===== src/rtl/addr_pc_pkg.sv =====
package addr_pc_pkg;
  parameter int unsigned XLEN = 16;
  localparam int unsigned OP_W = 4;
  localparam int unsigned VEC_W = 8;
  localparam int unsigned N_OFF = 3;
  // index 0: PC-relative short, 1: PC-relative long, 2: base-relative
  localparam int unsigned OFF_W [N_OFF] = '{9, 11, 6};

  typedef enum logic [OP_W-1:0] {
    OP_BR   = 4'b0000, OP_ADD  = 4'b0001, OP_LD   = 4'b0010, OP_ST   = 4'b0011,
    OP_JSR  = 4'b0100, OP_AND  = 4'b0101, OP_LDR  = 4'b0110, OP_STR  = 4'b0111,
    OP_RTI  = 4'b1000, OP_NOT  = 4'b1001, OP_LDI  = 4'b1010, OP_STI  = 4'b1011,
    OP_JMP  = 4'b1100, OP_RSV  = 4'b1101, OP_LEA  = 4'b1110, OP_TRAP = 4'b1111
  } opcode_e;

  typedef enum logic [1:0] {PCS_SEQ, PCS_CALC, PCS_BUS} pc_sel_e;
  typedef enum logic [1:0] {AS_PC_S, AS_PC_L, AS_BASE_OFF, AS_BASE_ZERO} addr_src_e;

  function automatic logic [XLEN-1:0] zext_vec(input logic [VEC_W-1:0] v);
    return {{(XLEN-VEC_W){1'b0}}, v};
  endfunction

  function automatic logic any_masked(input logic [2:0] mask, input logic [2:0] flags);
    return |(mask & flags);
  endfunction
endpackage


===== src/rtl/apg_offset_adder.sv =====
module apg_offset_adder #(
  parameter int unsigned XLEN  = 16,
  parameter int unsigned OFF_W = 9
) (
  input  logic [XLEN-1:0]  base,
  input  logic [OFF_W-1:0] off,
  output logic [XLEN-1:0]  sum
);
  localparam int unsigned EXT_W = XLEN - OFF_W;
  logic [XLEN-1:0] off_ext;
  assign off_ext = {{EXT_W{off[OFF_W-1]}}, off};
  assign sum = base + off_ext;
endmodule


===== src/rtl/apg_cond_eval.sv =====
module apg_cond_eval
  import addr_pc_pkg::*;
(
  input  logic       is_branch,
  input  logic [2:0] mask,
  input  logic [2:0] flags,
  output logic       taken
);
  assign taken = is_branch && any_masked(mask, flags);
endmodule


===== src/rtl/apg_pc_mux.sv =====
module apg_pc_mux
  import addr_pc_pkg::*;
#(
  parameter int unsigned W = 16
) (
  input  pc_sel_e      sel,
  input  logic [W-1:0] seq_pc,
  input  logic [W-1:0] calc_pc,
  input  logic [W-1:0] bus_pc,
  output logic [W-1:0] next_pc
);
  always_comb begin
    unique case (sel)
      PCS_CALC: next_pc = calc_pc;
      PCS_BUS:  next_pc = bus_pc;
      default:  next_pc = seq_pc;
    endcase
  end
endmodule


===== src/rtl/addr_pc_gen.sv =====
module addr_pc_gen
  import addr_pc_pkg::*;
(
  input  logic [15:0] instr,
  input  logic [15:0] pc_inc,
  input  logic [15:0] base_val,
  input  logic        flag_n,
  input  logic        flag_z,
  input  logic        flag_p,
  input  logic [15:0] vec_data,
  output logic [15:0] mar_addr,
  output logic [15:0] next_pc,
  output logic        br_taken,
  output logic        link_we,
  output logic [15:0] link_data
);
  opcode_e         op;
  addr_src_e       addr_src;
  pc_sel_e         pc_sel;
  logic            use_vec;
  logic            is_branch;
  logic            cond_hit;
  logic            redirect;
  logic [XLEN-1:0] off_sum [N_OFF];
  logic [XLEN-1:0] addr_calc;

  assign op = opcode_e'(instr[15:12]);

  for (genvar i = 0; i < N_OFF; i++) begin : g_off
    localparam int unsigned W = OFF_W[i];
    apg_offset_adder #(.XLEN(XLEN), .OFF_W(W)) u_add (
      .base ((i == 2) ? base_val : pc_inc),
      .off  (instr[W-1:0]),
      .sum  (off_sum[i])
    );
  end

  assign is_branch = (op == OP_BR);

  apg_cond_eval u_cond (
    .is_branch (is_branch),
    .mask      (instr[11:9]),
    .flags     ({flag_n, flag_z, flag_p}),
    .taken     (cond_hit)
  );

  always_comb begin
    addr_src = AS_PC_S;
    pc_sel   = PCS_SEQ;
    use_vec  = 1'b0;
    link_we  = 1'b0;
    unique case (op)
      OP_BR:   pc_sel = cond_hit ? PCS_CALC : PCS_SEQ;
      OP_LDR, OP_STR: addr_src = AS_BASE_OFF;
      OP_JMP: begin
        addr_src = AS_BASE_ZERO;
        pc_sel   = PCS_CALC;
      end
      OP_JSR: begin
        addr_src = instr[11] ? AS_PC_L : AS_BASE_ZERO;
        pc_sel   = PCS_CALC;
        link_we  = 1'b1;
      end
      OP_TRAP: begin
        use_vec = 1'b1;
        pc_sel  = PCS_BUS;
        link_we = 1'b1;
      end
      default: ;
    endcase
  end

  always_comb begin
    unique case (addr_src)
      AS_PC_L:      addr_calc = off_sum[1];
      AS_BASE_OFF:  addr_calc = off_sum[2];
      AS_BASE_ZERO: addr_calc = base_val;
      default:      addr_calc = off_sum[0];
    endcase
  end

  assign mar_addr  = use_vec ? zext_vec(instr[VEC_W-1:0]) : addr_calc;
  assign redirect  = (pc_sel != PCS_SEQ);
  assign br_taken  = cond_hit;
  assign link_data = link_we ? pc_inc : '0;

  apg_pc_mux #(.W(XLEN)) u_pcmux (
    .sel     (pc_sel),
    .seq_pc  (pc_inc),
    .calc_pc (addr_calc),
    .bus_pc  (vec_data),
    .next_pc (next_pc)
  );
endmodule


===== config.mk =====
export PLATFORM = sky130hd
export DESIGN_NAME = addr_pc_gen
export DESIGN_NICKNAME = d
export VERILOG_FILES = /design/src/rtl/addr_pc_pkg.sv /design/src/rtl/apg_offset_adder.sv /design/src/rtl/apg_cond_eval.sv /design/src/rtl/apg_pc_mux.sv /design/src/rtl/addr_pc_gen.sv
export SDC_FILE = /design/constraint.sdc
export NUM_CORES = 1
export LEC_CHECK = 0
export CORE_MARGIN = 3
export CORE_UTILIZATION = 46
export DETAILED_ROUTE_END_ITERATION = 10
export GPL_ROUTABILITY_DRIVEN = 0
export PLACE_DENSITY_LB_ADDON = 0.08
export RECOVER_POWER = 100
export SYNTH_ARGS = -nofsm -noshare
export SYNTH_HDL_FRONTEND = slang
export SYNTH_SLANG_ARGS = --single-unit

===== constraint.sdc =====
create_clock -name vclk -period 5.4
set_input_delay 1.08 -clock vclk [all_inputs]
set_output_delay 1.08 -clock vclk [all_outputs]
set_load 0.03 [all_outputs]

# == Word-level counts from Yosys, hierarchy flattened ==
# Cells that the tools add are included.
# word_totals
register_bits,0
# classes
addsub,3
n_eq_ne,10
mux,10
n_bitwise,1
reduce_logical,6
# op_table
cell,n
adder 16 bit,3
one-hot mux 16 bit (3 select lines),1
2-to-1 mux 16 bit,2
one-hot mux 16 bit (2 select lines),1
equality test 4 x 3 -> 1 bit (second input constant),3
one-hot mux 2 bit (3 select lines),2
equality test 4 bit (second input constant),2
equality test 2 bit (second input constant),3
OR reduction 2 bit,3
equality test 2 x 1 -> 1 bit (second input constant),2
zero test 4 bit,1
bitwise AND 3 bit,1
2-to-1 mux 1 bit,3
OR reduction 3 bit,1
2-to-1 mux 2 bit,1
logical AND 1 bit,1

# == Longest topological paths before layout ==
# logic_depth
word_depth,7
ltp_mapped,11
mapped_depth_nobuf,11

# == By module ==
# From an unflattened synthesis, not the netlist that was laid out.
# hier_totals
hier_cells,534
hier_area_um2,3838.7
# by_module_without_submodules
mod,instances,cells_per_inst,area_per_inst_um2,seq_area_each_um2
addr_pc_gen,1,173,1126.1,0.0
apg_offset_adder (g_off[2].u_add),1,104,805.8,0.0
apg_offset_adder (g_off[1].u_add),1,98,747.0,0.0
apg_offset_adder (g_off[0].u_add),1,98,724.4,0.0
apg_pc_mux,1,59,419.2,0.0
apg_cond_eval,1,2,16.3,0.0

# == Least setup slack after synthesis ==
# OpenSTA, ideal clock, no wires.
# synth_timing
path_kind,input to output
from,input instr[12]
to,output mar_addr[12]
t_arrival_ns,3.879
required_time_ns,4.320
setup_slack_ns,0.441
cell_stages,10
cell_sequence,nor2_1 > a31oi_1 > a41o_1 > ha_1 > and2_1 > a221o_1 > a31oi_1 > xnor2_1 > nor2_1 > nor4_1
# synth_between
elab_chain_cells,6
elab_cells_between_ends,13
# synth_lines
element,line,text
"start, declared",addr_pc_gen.sv:4,"input logic [15:0] instr,"
equality test 4 x 3 -> 1 bit,addr_pc_gen.sv:52,unique case (op)
OR reduction 2 bit,addr_pc_gen.sv:52,
one-hot mux 2 bit (3 select lines),addr_pc_gen.sv:52,
equality test 2 bit / equality test 2 x 1 -> 1 bit (equally long branches),addr_pc_gen.sv:74,unique case (addr_src)
one-hot mux 16 bit (3 select lines),addr_pc_gen.sv:74,
2-to-1 mux 16 bit *,addr_pc_gen.sv:82,assign mar_addr = use_vec ? zext_vec(instr[VEC_W-1:0]) : addr_calc;
"end, declared",addr_pc_gen.sv:11,"output logic [15:0] mar_addr,"
# Mark *: on every way between the ends. The rest lies on a longest branch, timed or not.

# == Worst setup path in the final report ==
# layout_timing
from,input instr[0]
to,output mar_addr[8]
# layout_between
elab_chain_cells,3
elab_cells_between_ends,5
# layout_lines
element,line,text
adder 16 bit,apg_offset_adder.sv:12,assign sum = base + off_ext;
one-hot mux 16 bit (3 select lines) *,addr_pc_gen.sv:74,
2-to-1 mux 16 bit *,addr_pc_gen.sv:82,
# Marks and branches as above.

==> summary.txt <==
Critical path
  – Crit path arrival time: 4.15 ns
  – CP max-delay cell: dlygate4sd3_1
  – CP max FO: 3
  – CP peak stage delay: 0.74 ns
  – Worst Setup Start Kind: primary input
  – Cell family with most CP delay: buffers and inverters
  – Worst setup path startpoint: instr[0]
  – Worst Setup End Kind: output port
  – Worst path cell trace: clkdlybuf4s50_1 > ha_1 > fa_1 > a21oi_1 > o21ai_1 > a21oi_2 > o21ai_0 > xor2_1 > o221ai_1 > nor2_1 > dlygate4sd3_1
  – Critical path depth in cells: 11
  – Critical Path End: mar_addr[8]
  – Worst Path Buf+Inv: 2
  – Critical Path RT: 4.32 ns
  – Critical path class: in -> out

Drt
  – DR DRC count: 0
  – DRT iter0 DRCs: 288
  – Routed WL: 8880 um
  – Vias/cell: 6.13
  – Wirelength per Cell: 16.6 um
  – ANT nets after route: 0
  – Vias: 3,275
  – TritonRoute pass-1 iters: 5

Clock network
  – # hold bufs at CTS: 0

STA
  – RSZ-0062 raised after global routing: false
  – Rel. slew slack: 55.5%
  – Slew Limit Fails: 0
  – Worst-margin pin slew: 0.666 ns
  – Fmax: 0.191 GHz
  – Hold WS: 2.89 ns
  – Count of final setup violators: 0
  – Tcrit/Tclk final: 96.9%
  – Hold Violations, Final: 0
  – Post-layout min period: 5.23 ns

Power and ir drop
  – Worst vdd ir: 66.0 uV
  – Power per cell area: 136 mW/mm^2
  – Leak: 1.57 nW

Final layout
  – Share of layout cells above drive strength 1: 9.42%
  – Sequential cells: 0
  – P&R area growth vs syn: 54.1%
  – CLK BUF: 0
  – Layout fillers: 392
  – FF+latch area: 0 um^2
  – N_diodes: 0
  – Layout Nets: 572
  – Finished Cell Area: 0.00363 mm^2

Yosys
  – Most frequent cell after synthesis: ha_1
  – Synth cell count leaders: ha_1 (34), nand2_1 (33), nor2_1 (28)
  – Post-Syn Area: 0.00236 mm^2
  – Area contributors post-synth: ha_1 (18%), a21oi_1 (5.3%), and2_1 (5.3%)
  – Synthesized area per cell: 6.91 um^2
  – Sequential-to-total area share from yosys stat: 0%
  – Synth Net Count: 444
  – Ys Warns: 0
  – Netlist cell types: 60
  – Top-area cell type share of the netlist area: 18.1%
  – Post-synth top area cell: ha_1
  – Syn Inst Count: 341

Global route
  – Vias in the first global route: 3,107
  – GRT Total Usage: 28.6%
  – Overflow after GRT: 0
  – Largest net degree at the start of global routing: 22
  – Initial antenna violation count: 0
  – Global-route wire length before repair: 14,600 um

Die
  – DIE HEIGHT: 77.6 um
  – Core Rows: 25
  – Starting Density: 48.6%
  – Core area: 0.00485 mm^2
  – I/O pin cnt: 117
  – Die W: 77.6 um
  – Die footprint: 0.00602 mm^2

Place
  – Placement Cell Area: 0.00368 mm^2
  – Buffers on Ports: 117
  – DP HPWL: 7540 um

Flow run
  – Max-cap violations: 0

Status
  – Status: finished, final reports clean

Min path
  – Hold crit path type: in -> out
worst min path at each step:
stage          depth (start not counted)  slack (ns)          end    startpoint
6_report                               4        2.89  next_pc[15]  vec_data[15]
5_1_grt                                4        2.94  next_pc[15]  vec_data[15]
4_1_cts                                4        2.89  next_pc[15]  vec_data[15]
3_5_place_dp                           4        2.89  next_pc[15]  vec_data[15]
3_3_place_gp                           4        2.89  next_pc[15]  vec_data[15]
2_1_floorplan                          1        2.28     br_taken     instr[15]
area by class of cell:
type	count	area (um^2)	area share [%]
multi-input cells	319	2270	62.5
inverters	11	41.3	1.14
well taps	67	83.8	2.31
repair buffers	137	1240	34.1
cell families (layout without fill, tap and decap cells):
kind of cell	count (synthesis)	count (layout)	synth area share (%)
AO/OA/AOI/OAI	143	143	42.7
AND/OR/NAND/NOR	113	113	23.5
adder cells (fa/ha/maj)	36	36	19.8
XOR/XNOR	24	24	8.92
buffers and inverters	22	148	3.72
multiplexers	3	3	1.38
cell usage in the layout (no fill, tap or decap), drive strengths merged, types with 14 or more instances in the layout:
cell	Yosys	layout
nor2	28	28
a21oi	28	28
clkdlybuf4s50	0	70
dlygate4sd3	0	29
a22oi	14	14
and2	20	20
buf	5	24
nand2	33	33
ha	34	34
o21ai	31	31
routing by layer:
| metal | vias up | wire length, um | GRT usage [%] | share of wire (%) |
|---|---|---|---|---|
| li1 | 1579 | - | - | - |
| met1 | 1514 | 4070 | 40.4 | 46 |
| met2 | 163 | 4020 | 47.3 | 45 |
| met3 | 19 | 641 | 3.13 | 7.2 |
| met4 | 0 | 151 | 4.45 | 1.7 |
| met5 | - | 0 | 0 | 0 |
through the flow:
step	utilization [%]	power (W)	instances	worst slack (ns)	TNS (ns)
after floorplan	-	0.000308	341	0.441	0
after global placement	75.9	0.000501	534	0.0599	0
after detailed placement	75.9	0.000509	534	-0.0577	-0.0577
after CTS	75.9	0.000510	534	0.0627	0
after global routing	74.9	0.000533	534	0.0143	0
final	74.9	0.000495	534	0.166	0
report_power, final:
| part | switching [W] | internal, W |
|---|---|---|
| combinational | 0.000286 | 0.000209 |
| sequential | 0 | 0 |
| clock | 0 | 0 |
repair_timing:
item                       CTS  global route
setup buffers                0             0
resized for setup            1             5
setup endpoints to repair    1             5
Note: power is estimated with default switching activity, not from simulation.
